`config.mk`:
```
export PLATFORM = sky130hd
export DESIGN_NAME = thermal_bank_conv
export DESIGN_NICKNAME = d
export VERILOG_FILES = /design/src/rtl/thermal_conv_pkg.sv /design/src/rtl/thermal_divider.sv /design/src/rtl/thermal_calib_sel.sv /design/src/rtl/thermal_point_conv.sv /design/src/rtl/thermal_bank_conv.sv
export SDC_FILE = /design/constraint.sdc
export NUM_CORES = 2
export LEC_CHECK = 0
export BUFFER_PORTS_ARGS = -buffer_cell sky130_fd_sc_hd__buf_2
export CAP_MARGIN = 15
export CORE_ASPECT_RATIO = 0.6
export CORE_UTILIZATION = 65
export CTS_CLUSTER_SIZE = 28
export DETAILED_ROUTE_END_ITERATION = 16
export MAX_ROUTING_LAYER = met4
export PLACE_DENSITY_LB_ADDON = 0.12
export SLEW_MARGIN = 0
export SYNTH_ARGS = -nofsm -noshare
export SYNTH_HDL_FRONTEND = slang
export SYNTH_HIERARCHICAL = 1
export SYNTH_SLANG_ARGS = --single-unit
```
`constraint.sdc`:
```
create_clock -name clk_i -period 17 [get_ports clk_i]
set_input_delay 3.4 -clock clk_i [delete_from_list [all_inputs] [get_ports clk_i]]
set_output_delay 3.4 -clock clk_i [all_outputs]
set_load 0.01 [all_outputs]
```
`src/rtl/thermal_conv_pkg.sv`:
```
package thermal_conv_pkg;
  localparam logic [31:0] SCALE_NUM   = 32'd1627604160;
  localparam int          GE_BASE     = 10000;
  localparam int          RAW_BIAS    = 3350;
  localparam int          DEGC_SCALE  = 500;
  localparam int          HOT_LIMIT   = 200000;
  localparam int          DEF_GE      = 512;
  localparam int          DEF_VTS     = 260;
  localparam int          DEF_DEGC    = 40;
  localparam logic [31:0] MIN_TEMP    = 32'h8000_0000;

  typedef enum logic [2:0] {
    ST_IDLE, ST_GO1, ST_WT1, ST_GO2, ST_WT2, ST_RED
  } conv_state_e;
endpackage

```
`src/rtl/thermal_divider.sv`:
```
module thermal_divider #(
  parameter int DIV_W = 32
) (
  input  logic             clk_i,
  input  logic             rst_ni,
  input  logic             go_i,
  input  logic [DIV_W-1:0] dividend_i,
  input  logic [DIV_W-1:0] divisor_i,
  output logic             done_o,
  output logic [DIV_W-1:0] quo_o
);
  localparam int CNT_W = $clog2(DIV_W);

  logic             run_q;
  logic [CNT_W-1:0] cnt_q;
  logic [DIV_W:0]   rem_q;
  logic [DIV_W-1:0] quo_q, dsr_q;
  logic [DIV_W:0]   rem_sh, rem_sub;
  logic             fits;

  assign rem_sh  = {rem_q[DIV_W-1:0], quo_q[DIV_W-1]};
  assign rem_sub = rem_sh - {1'b0, dsr_q};
  assign fits    = rem_sh >= {1'b0, dsr_q};

  always_ff @(posedge clk_i or negedge rst_ni) begin
    if (!rst_ni) begin
      run_q  <= 1'b0;
      cnt_q  <= '0;
      rem_q  <= '0;
      quo_q  <= '0;
      dsr_q  <= '0;
      done_o <= 1'b0;
    end else begin
      done_o <= 1'b0;
      if (go_i && !run_q) begin
        run_q <= 1'b1;
        cnt_q <= '0;
        rem_q <= '0;
        quo_q <= dividend_i;
        dsr_q <= divisor_i;
      end else if (run_q) begin
        rem_q <= fits ? rem_sub : rem_sh;
        quo_q <= {quo_q[DIV_W-2:0], fits};
        cnt_q <= cnt_q + 1'b1;
        if (cnt_q == CNT_W'(DIV_W - 1)) begin
          run_q  <= 1'b0;
          done_o <= 1'b1;
        end
      end
    end
  end

  assign quo_o = quo_q;
endmodule

```
`src/rtl/thermal_calib_sel.sv`:
```
module thermal_calib_sel
  import thermal_conv_pkg::*;
#(
  parameter int NUM_VTS    = 6,
  parameter int VTS_W      = 9,
  parameter int GE_W       = 10,
  parameter int DEGC_W     = 6,
  parameter int SLP_W      = 6,
  parameter int SLOPE_COEF = 165
) (
  input  logic                          valid_i,
  input  logic [GE_W-1:0]               gain_err_i,
  input  logic [NUM_VTS-1:0][VTS_W-1:0] vts_i,
  input  logic [DEGC_W-1:0]             degc_i,
  input  logic [SLP_W-1:0]              slope_mag_i,
  input  logic                          slope_neg_i,
  output logic [31:0]                   div1_o,
  output logic [31:0]                   div2_o,
  output logic [NUM_VTS-1:0][VTS_W-1:0] vts_o,
  output logic [31:0]                   degc_o
);
  logic signed [31:0] trim;

  always_comb begin
    if (!valid_i)         trim = '0;
    else if (slope_neg_i) trim = -$signed({{(32-SLP_W){1'b0}}, slope_mag_i});
    else                  trim =  $signed({{(32-SLP_W){1'b0}}, slope_mag_i});
  end

  assign div1_o = 32'(SLOPE_COEF) + trim;
  assign div2_o = 32'(GE_BASE) + (valid_i ? {{(32-GE_W){1'b0}}, gain_err_i} : 32'(DEF_GE));
  assign degc_o = valid_i ? {{(32-DEGC_W){1'b0}}, degc_i} : 32'(DEF_DEGC);

  for (genvar v = 0; v < NUM_VTS; v++) begin : g_vts
    assign vts_o[v] = valid_i ? vts_i[v] : VTS_W'(DEF_VTS);
  end
endmodule

```
`src/rtl/thermal_point_conv.sv`:
```
module thermal_point_conv
  import thermal_conv_pkg::*;
#(
  parameter int ADC_W = 12,
  parameter int VTS_W = 9
) (
  input  logic [31:0]      scale_i,
  input  logic [ADC_W-1:0] raw_i,
  input  logic [VTS_W-1:0] vts_i,
  input  logic [31:0]      degc_i,
  output logic [31:0]      temp_o
);
  logic signed [31:0] diff, prod, shifted, base, temp;

  always_comb begin
    diff    = $signed({{(32-ADC_W){1'b0}}, raw_i}) - $signed({{(32-VTS_W){1'b0}}, vts_i})
              - 32'sd3350;
    prod    = $signed(scale_i) * diff;
    shifted = prod >>> 3;
    base    = $signed(degc_i) * 32'sd500;
    temp    = base - shifted;
    temp_o  = (temp > 32'sd200000) ? 32'd0 : temp;
  end
endmodule

```
`src/rtl/thermal_bank_conv.sv`:
```
module thermal_bank_conv
  import thermal_conv_pkg::*;
#(
  parameter int NUM_SENS   = 4,
  parameter int NUM_VTS    = 6,
  parameter int ADC_W      = 12,
  parameter int VTS_W      = 9,
  parameter int GE_W       = 10,
  parameter int DEGC_W     = 6,
  parameter int SLP_W      = 6,
  parameter int DIV_W      = 32,
  parameter int SLOPE_COEF = 165,
  localparam int NUM_W     = $clog2(NUM_SENS + 1),
  localparam int SEL_W     = $clog2(NUM_VTS)
) (
  input  logic                           clk_i,
  input  logic                           rst_ni,
  input  logic                           start_i,
  input  logic [NUM_W-1:0]               num_sens_i,
  input  logic [NUM_SENS-1:0][ADC_W-1:0] raw_i,
  input  logic [NUM_SENS-1:0][SEL_W-1:0] sel_i,
  input  logic                           cal_valid_i,
  input  logic [GE_W-1:0]                gain_err_i,
  input  logic [NUM_VTS-1:0][VTS_W-1:0]  vts_i,
  input  logic [DEGC_W-1:0]              degc_i,
  input  logic [SLP_W-1:0]               slope_mag_i,
  input  logic                           slope_neg_i,
  output logic                           busy_o,
  output logic                           done_o,
  output logic [31:0]                    result_o
);
  localparam int IDX_W = $clog2(NUM_SENS + 1);

  conv_state_e                    state_q;
  logic [NUM_W-1:0]               num_q;
  logic [NUM_SENS-1:0][ADC_W-1:0] raw_q;
  logic [NUM_SENS-1:0][SEL_W-1:0] sel_q;
  logic                           cv_q, sn_q;
  logic [GE_W-1:0]                ge_q;
  logic [NUM_VTS-1:0][VTS_W-1:0]  vts_q;
  logic [DEGC_W-1:0]              degc_q;
  logic [SLP_W-1:0]               sm_q;
  logic [31:0]                    q1_q, q2_q, max_q;
  logic [IDX_W-1:0]               idx_q;

  logic [31:0]                    div1, div2, degc_eff;
  logic [NUM_VTS-1:0][VTS_W-1:0]  vts_eff;
  logic [NUM_SENS-1:0][31:0]      pt_temp;
  logic                           div_go, div_done;
  logic [DIV_W-1:0]               div_quo, div_num, div_den;
  logic [IDX_W-1:0]               n_eff;
  logic [31:0]                    cur_max, sel_temp;
  logic                           last;

  thermal_calib_sel #(
    .NUM_VTS(NUM_VTS), .VTS_W(VTS_W), .GE_W(GE_W), .DEGC_W(DEGC_W),
    .SLP_W(SLP_W), .SLOPE_COEF(SLOPE_COEF)
  ) i_calib (
    .valid_i(cv_q), .gain_err_i(ge_q), .vts_i(vts_q), .degc_i(degc_q),
    .slope_mag_i(sm_q), .slope_neg_i(sn_q),
    .div1_o(div1), .div2_o(div2), .vts_o(vts_eff), .degc_o(degc_eff)
  );

  // one divider shared by both scaling steps
  assign div_go  = (state_q == ST_GO1) || (state_q == ST_GO2);
  assign div_num = (state_q == ST_GO2) ? DIV_W'(q1_q) : DIV_W'(SCALE_NUM);
  assign div_den = (state_q == ST_GO2) ? DIV_W'(div2) : DIV_W'(div1);

  thermal_divider #(.DIV_W(DIV_W)) i_div (
    .clk_i, .rst_ni, .go_i(div_go), .dividend_i(div_num), .divisor_i(div_den),
    .done_o(div_done), .quo_o(div_quo)
  );

  for (genvar s = 0; s < NUM_SENS; s++) begin : g_pt
    logic [VTS_W-1:0] vts_pick;
    assign vts_pick = (int'(sel_q[s]) >= NUM_VTS) ? vts_eff[NUM_VTS-1] : vts_eff[sel_q[s]];
    thermal_point_conv #(.ADC_W(ADC_W), .VTS_W(VTS_W)) i_pt (
      .scale_i(q2_q), .raw_i(raw_q[s]), .vts_i(vts_pick), .degc_i(degc_eff),
      .temp_o(pt_temp[s])
    );
  end

  always_comb begin
    n_eff    = (int'(num_q) > NUM_SENS) ? IDX_W'(NUM_SENS) : IDX_W'(num_q);
    sel_temp = '0;
    for (int s = 0; s < NUM_SENS; s++) if (idx_q == IDX_W'(s)) sel_temp = pt_temp[s];
    cur_max  = max_q;
    if (idx_q < n_eff && $signed(sel_temp) > $signed(max_q)) cur_max = sel_temp;
    last     = (32'(idx_q) + 32'd1) >= 32'(n_eff);
  end

  always_ff @(posedge clk_i or negedge rst_ni) begin
    if (!rst_ni) begin
      state_q  <= ST_IDLE;
      num_q    <= '0;
      raw_q    <= '0;
      sel_q    <= '0;
      cv_q     <= 1'b0;
      sn_q     <= 1'b0;
      ge_q     <= '0;
      vts_q    <= '0;
      degc_q   <= '0;
      sm_q     <= '0;
      q1_q     <= '0;
      q2_q     <= '0;
      max_q    <= MIN_TEMP;
      idx_q    <= '0;
      done_o   <= 1'b0;
      result_o <= MIN_TEMP;
    end else begin
      done_o <= 1'b0;
      unique case (state_q)
        ST_IDLE: if (start_i) begin
          num_q   <= num_sens_i;
          raw_q   <= raw_i;
          sel_q   <= sel_i;
          cv_q    <= cal_valid_i;
          ge_q    <= gain_err_i;
          vts_q   <= vts_i;
          degc_q  <= degc_i;
          sm_q    <= slope_mag_i;
          sn_q    <= slope_neg_i;
          state_q <= ST_GO1;
        end
        ST_GO1: state_q <= ST_WT1;
        ST_WT1: if (div_done) begin
          q1_q    <= 32'(div_quo);
          state_q <= ST_GO2;
        end
        ST_GO2: state_q <= ST_WT2;
        ST_WT2: if (div_done) begin
          q2_q    <= 32'(div_quo);
          idx_q   <= '0;
          max_q   <= MIN_TEMP;
          state_q <= ST_RED;
        end
        ST_RED: begin
          if (last) begin
            result_o <= cur_max;
            done_o   <= 1'b1;
            state_q  <= ST_IDLE;
          end else begin
            max_q <= cur_max;
            idx_q <= idx_q + 1'b1;
          end
        end
        default: state_q <= ST_IDLE;
      endcase
    end
  end

  assign busy_o = (state_q != ST_IDLE);
endmodule

```
**Word-level counts from Yosys, hierarchy flattened**

Cells that the tools add are included.

- Output and inout port bits: 34
- Word-level logic and storage cells: 163
- Memory bits (writable): 0
- Input bits: 144
- ROM bits: 0
- Latch bits: 0
- Memories: 0
- Register bits after elaboration: 379

- Add/subtract/negate cells: 19
- Shift operators: 0
- Reductions and logical operators: 15
- Bitwise gates (word level): 0
- Multiply operators: 5
- Equality and inequality tests: 14
- Divide/modulo/power cells: 0
- $lt $le $gt $ge: 17
- Multiplexer cells: 60

Operators by type and width:

| operator | count |
|---|---|
| $mux W32 | 20 |
| $gt A32 B19 Y1 const B | 4 |
| $mul A32 B32 Y32 | 4 |
| $sub A32 B13 Y32 const B | 4 |
| $mux W9 | 14 |
| $sub A16 B29 Y30 | 4 |
| $bmux W9 S3 | 4 |
| $pmux W32 S2 | 1 |
| $sub A12 B9 Y13 | 4 |
| $ge A33 B32 Y1 | 1 |
| $add A14 B32 Y32 const A | 1 |
| $add A9 B32 Y32 const A | 1 |
| $gt A32 B32 Y1 | 1 |
| $neg A6 Y32 | 1 |
| $sub A32 B32 Y32 | 1 |
| $mux W3 | 7 |
| $pmux W3 S6 | 1 |
| $lt A3 B4 Y1 const B | 4 |
| $mul A6 B7 Y13 const B | 1 |
| $eq A3 B2 Y1 const B | 4 |
| $ge A3 B3 Y1 const B | 4 |
| $mux W10 | 1 |
| $mux W5 | 2 |
| $mux W1 | 8 |
| other kinds (22) | 33 |

**Logic depth before layout (Yosys ltp)**

- Word-level depth: 19
- Gate-level depth with buffers: 72
- Gate-level depth less buffers: 64

**By module**

Netlist, hierarchy kept.

Modules (own cells, without submodules):

| module | instances | sequential area each (um^2) | cells each | area each (um^2) |
|---|---|---|---|---|
| thermal_point_conv (g_pt[1].i_pt) | 1 | 0.0 | 2080 | 17800.8 |
| thermal_point_conv (g_pt[3].i_pt) | 1 | 0.0 | 2051 | 17559.3 |
| thermal_point_conv (g_pt[2].i_pt) | 1 | 0.0 | 2058 | 17554.3 |
| thermal_point_conv (g_pt[0].i_pt) | 1 | 0.0 | 1952 | 17155.2 |
| thermal_bank_conv | 1 | 6909.1 | 1291 | 15260.9 |
| thermal_divider | 1 | 2577.5 | 711 | 6294.8 |
| thermal_calib_sel | 1 | 0.0 | 226 | 1506.4 |

**Worst setup path before layout**

OpenSTA, ideal clock, no wires.

- Path kind: reg-to-reg
- Start point: register cv_q
- End point: register max_q[1]
- Data required time: 16.921 ns
- Buffers on the path: 8
- Arrival: 14.358 ns
- Cell stages (with the launch flop): 68
- Setup slack: 2.562 ns
- Setup time: 0.079 ns
- Period minus slack after synthesis: 14.438 ns
- Path through: dfrtp_1 -> buf_4 -> clkbuf_1 -> clkbuf_1 -> and2_1 -> mux4_2 -> nor2_1 -> a21oi_1 -> ha_1 -> fa_1 -> inv_1 -> ha_1 -> nor2b_1 -> mux2i_1 -> a221oi_2 -> nand2_1 -> a2bb2oi_2 -> xor2_1 -> (+32 left out) -> xnor2_1 -> xnor3_1 -> xor2_1 -> a41oi_1 -> buf_2 -> buf_6 -> nor2_1 -> nor2_1 -> o31a_1 -> inv_1 -> ha_1 -> a21oi_1 -> o21ai_0 -> a2111oi_4 -> a31oi_4 -> o211ai_4 -> buf_8 -> mux2i_1

RTL lines:

| element | line | RTL |
|---|---|---|
| from (decl) | thermal_bank_conv.sv:38 | `logic cv_q, sn_q;` |
| from (signal assigned) | thermal_bank_conv.sv:117 | `cv_q <= cal_valid_i;` |
| to (signal assigned) | thermal_bank_conv.sv:143 | `max_q <= cur_max;` |
| to (decl) | thermal_bank_conv.sv:43 | `logic [31:0] q1_q, q2_q, max_q;` |

==> run summary <==
## Outcome
* completed — status

## Yosys
* 93120 um^2 — combined area of all synthesized cells
* 6 — Yosys warning total
* 8.982 um^2 — mean cell area of the mapped netlist
* 10370 — post-synthesis instance total

## Worst setup path
* 17570 ps — critical path data required time
* cv_q — Crit Reg-Reg Startpoint
* 670 ps — Critical Path Max Stage Delay
* flop — crit start category
* flop — Worst setup EP type
* 16910 ps — arrival time worst endpoint
* sky130_fd_sc_hd__xnor2_1 — Worst path slowest cell
* reg -> reg — kind of critical path
* sky130_fd_sc_hd__fa_1 — most used cell along the critical path
* max_q[19] — reg-to-reg critical path endpoint
* 660 ps — register-to-register setup slack
* compound AO/OA/AOI/OAI gates — kind of cell adding the most delay to the critical path
* 61 — depth of the most critical reg-to-reg path
* 11 — number of buffers and inverters on the critical path
* 72 — CP Max Fanout

## Placed design
* 96140 um^2 — area post-placement
* 177 — IO buf count
* 231000 um — placed wire-length estimate
* 1.096 — Final GP Congestion

## Hold path
* result_o[0] — launch point of the worst hold path
* reg -> reg — class of the tightest hold or removal check
* 2 — Cells on Worst Hold Path
* result_o[0] — Hold EP

## Detailed routing
* 284000 um — routed wire length
* 0 — post-route antenna net violation count
* 8 — DRT Pass-1 Iters
* 0 — DRC violation count after routing
* 23.04 um — WL/cell
* 6981 — number of DRC markers after the initial detailed-route iteration
* 5.998 — Vias/cell
* 73960 — total via count in the routed design

## Global route
* 25 — antenna violations before repair
* 97 — maximum number of pins on one net before global-route repair
* 0 — global route total overflow
* 0.4153 — global routing usage summed across all routing layers
* 447100 um — first-pass GRT wire length
* 76290 — number of global-route vias before repair

## Floorplanning
* 178 — I/O pin count
* 144800 um^2 — area of the die
* 295.2 um — die outline height
* 142000 um^2 — core region area
* 0.6555 — Initial Utilization
* 107 — row count
* 490.6 um — chip width

## STA
* 0 ps — Setup Total Neg Slack
* 496.0 ps — Min Hold Slack
* 0 — count of endpoints failing hold in the final timing report
* 35.93 ps — worst-case clock skew
* 0 — max-slew violation count
* 1268 ps — Worst-Margin Slew
* 0.9612 — post-route clock period utilization
* 61.20 MHz — maximum clock frequency
* 16340 ps — time the final worst path needs with I/O delays and setup
* 0.1489 — normalized max-slew margin
* 0 — number of setup violations in the final report

## Flow run
* 0 — # Max-Cap Violations

## Final layout
* 0.6887 — post-route core utilization
* 5.060% — synthesis-to-layout area growth
* 0.09114 — fraction of layout cells with a size suffix above 1
* 11350 — number of filler cells placed in the layout
* 9518 um^2 — register cell area after layout
* 12910 — final net count
* 97830 um^2 — post-route cell area
* 74860 um^2 — area taken by multi-input logic gates

## CTS
* done — clock tree from TritonCTS
* 2 — number of levels in the clock H-tree
* 70 ps — clock slew seen by the registers of the worst setup and hold paths
* 379 — count of clock tree sinks
* 3 — maximum count of clock buffers along a single path
* sky130_fd_sc_hd__clkbuf_16 — root buffer selected by CTS
* 660 ps — worst skew pair latency
* 43 — number of buffers added by the clock tree synthesis step
* 0 — post-cts hold buffer count

## tightest hold or removal path, cell delays in order (launching register included)
cell and delay, ps:
sky130_fd_sc_hd__dfrtp_1 340, sky130_fd_sc_hd__nand2_1 50, sky130_fd_sc_hd__o211ai_1 70
## worst max path at each step
| stage | startpoint | to | cells after the start |
|---|---|---|---|
| floorplan | cv_q | max_q[1] | 67 |
| global placement | sel_q[4] | max_q[16] | 57 |
| detailed placement | sel_q[4] | max_q[12] | 60 |
| CTS | sel_q[4] | max_q[19] | 60 |
| global route | cv_q | result_o[17] | 60 |
| finish | cv_q | max_q[19] | 61 |
## state kept, by name, indices dropped and copies added (netlist names), 5 cells and up
name / count
result_o: 32
degc_q: 6
sm_q: 6
q1_q: 32
i_div/dsr_q: 32
i_div/quo_o: 32
max_q: 32
sel_q: 12
vts_q: 54
ge_q: 10
i_div/cnt_q: 5
raw_q: 48
i_div/rem_q: 32
q2_q: 32
## per-layer routing
layer  vias to the layer above  global-route usage  wire (um)
li1                      33010                   -          -
met1                     36850              0.5903     124800
met2                      3662              0.5427     110400
met3                       442              0.1638      40520
met4                         0              0.1118       8331
met5                         -                   -          0
## cells in the final DEF (no fill, tap or decap), types with 46 or more instances in the layout
cell / count
sky130_fd_sc_hd__a21o_1: 170
sky130_fd_sc_hd__a21oi_1: 365
sky130_fd_sc_hd__and2_1: 383
sky130_fd_sc_hd__and3_1: 86
sky130_fd_sc_hd__buf_2: 176
sky130_fd_sc_hd__buf_4: 196
sky130_fd_sc_hd__dfrtp_1: 352
sky130_fd_sc_hd__fa_1: 1477
sky130_fd_sc_hd__ha_1: 924
sky130_fd_sc_hd__inv_1: 1861
sky130_fd_sc_hd__mux2_2: 240
sky130_fd_sc_hd__mux2i_1: 123
sky130_fd_sc_hd__nand2_1: 1273
sky130_fd_sc_hd__nand2b_1: 105
sky130_fd_sc_hd__nand3_1: 97
sky130_fd_sc_hd__nor2_1: 447
sky130_fd_sc_hd__nor2b_1: 187
sky130_fd_sc_hd__nor3_1: 82
sky130_fd_sc_hd__o2111ai_1: 46
sky130_fd_sc_hd__o21a_1: 78
sky130_fd_sc_hd__o21ai_0: 286
sky130_fd_sc_hd__o21bai_1: 59
sky130_fd_sc_hd__xnor2_1: 317
sky130_fd_sc_hd__xor2_1: 155
## stage by stage
step / worst slack [ps] / std cells
3_5_place_dp: 219.8 / 12220
6_report: 660.3 / 12330
3_3_place_gp: 322.7 / 12220
5_1_grt: -92.18 / 12320
2_1_floorplan: 2562 / 10410
4_1_cts: 118.7 / 12300
## final cells by class
class,count,area share
diodes,21,0.0005372
clock buffers,56,0.01201
clock inverters,23,0.003274
inverters,1863,0.07148
multi-input cells,7699,0.7652
flip-flops and latches,379,0.09729
well taps,1907,0.02439
repair buffers,382,0.02577
## repair_timing
action                                  CTS  global route
buffers inserted                          0             2
gates resized for setup                   0            20
endpoints found under the setup margin    0            64
Power is not shown: default switching activity piles up to over one toggle a cycle in this logic, so the estimate is an artifact.
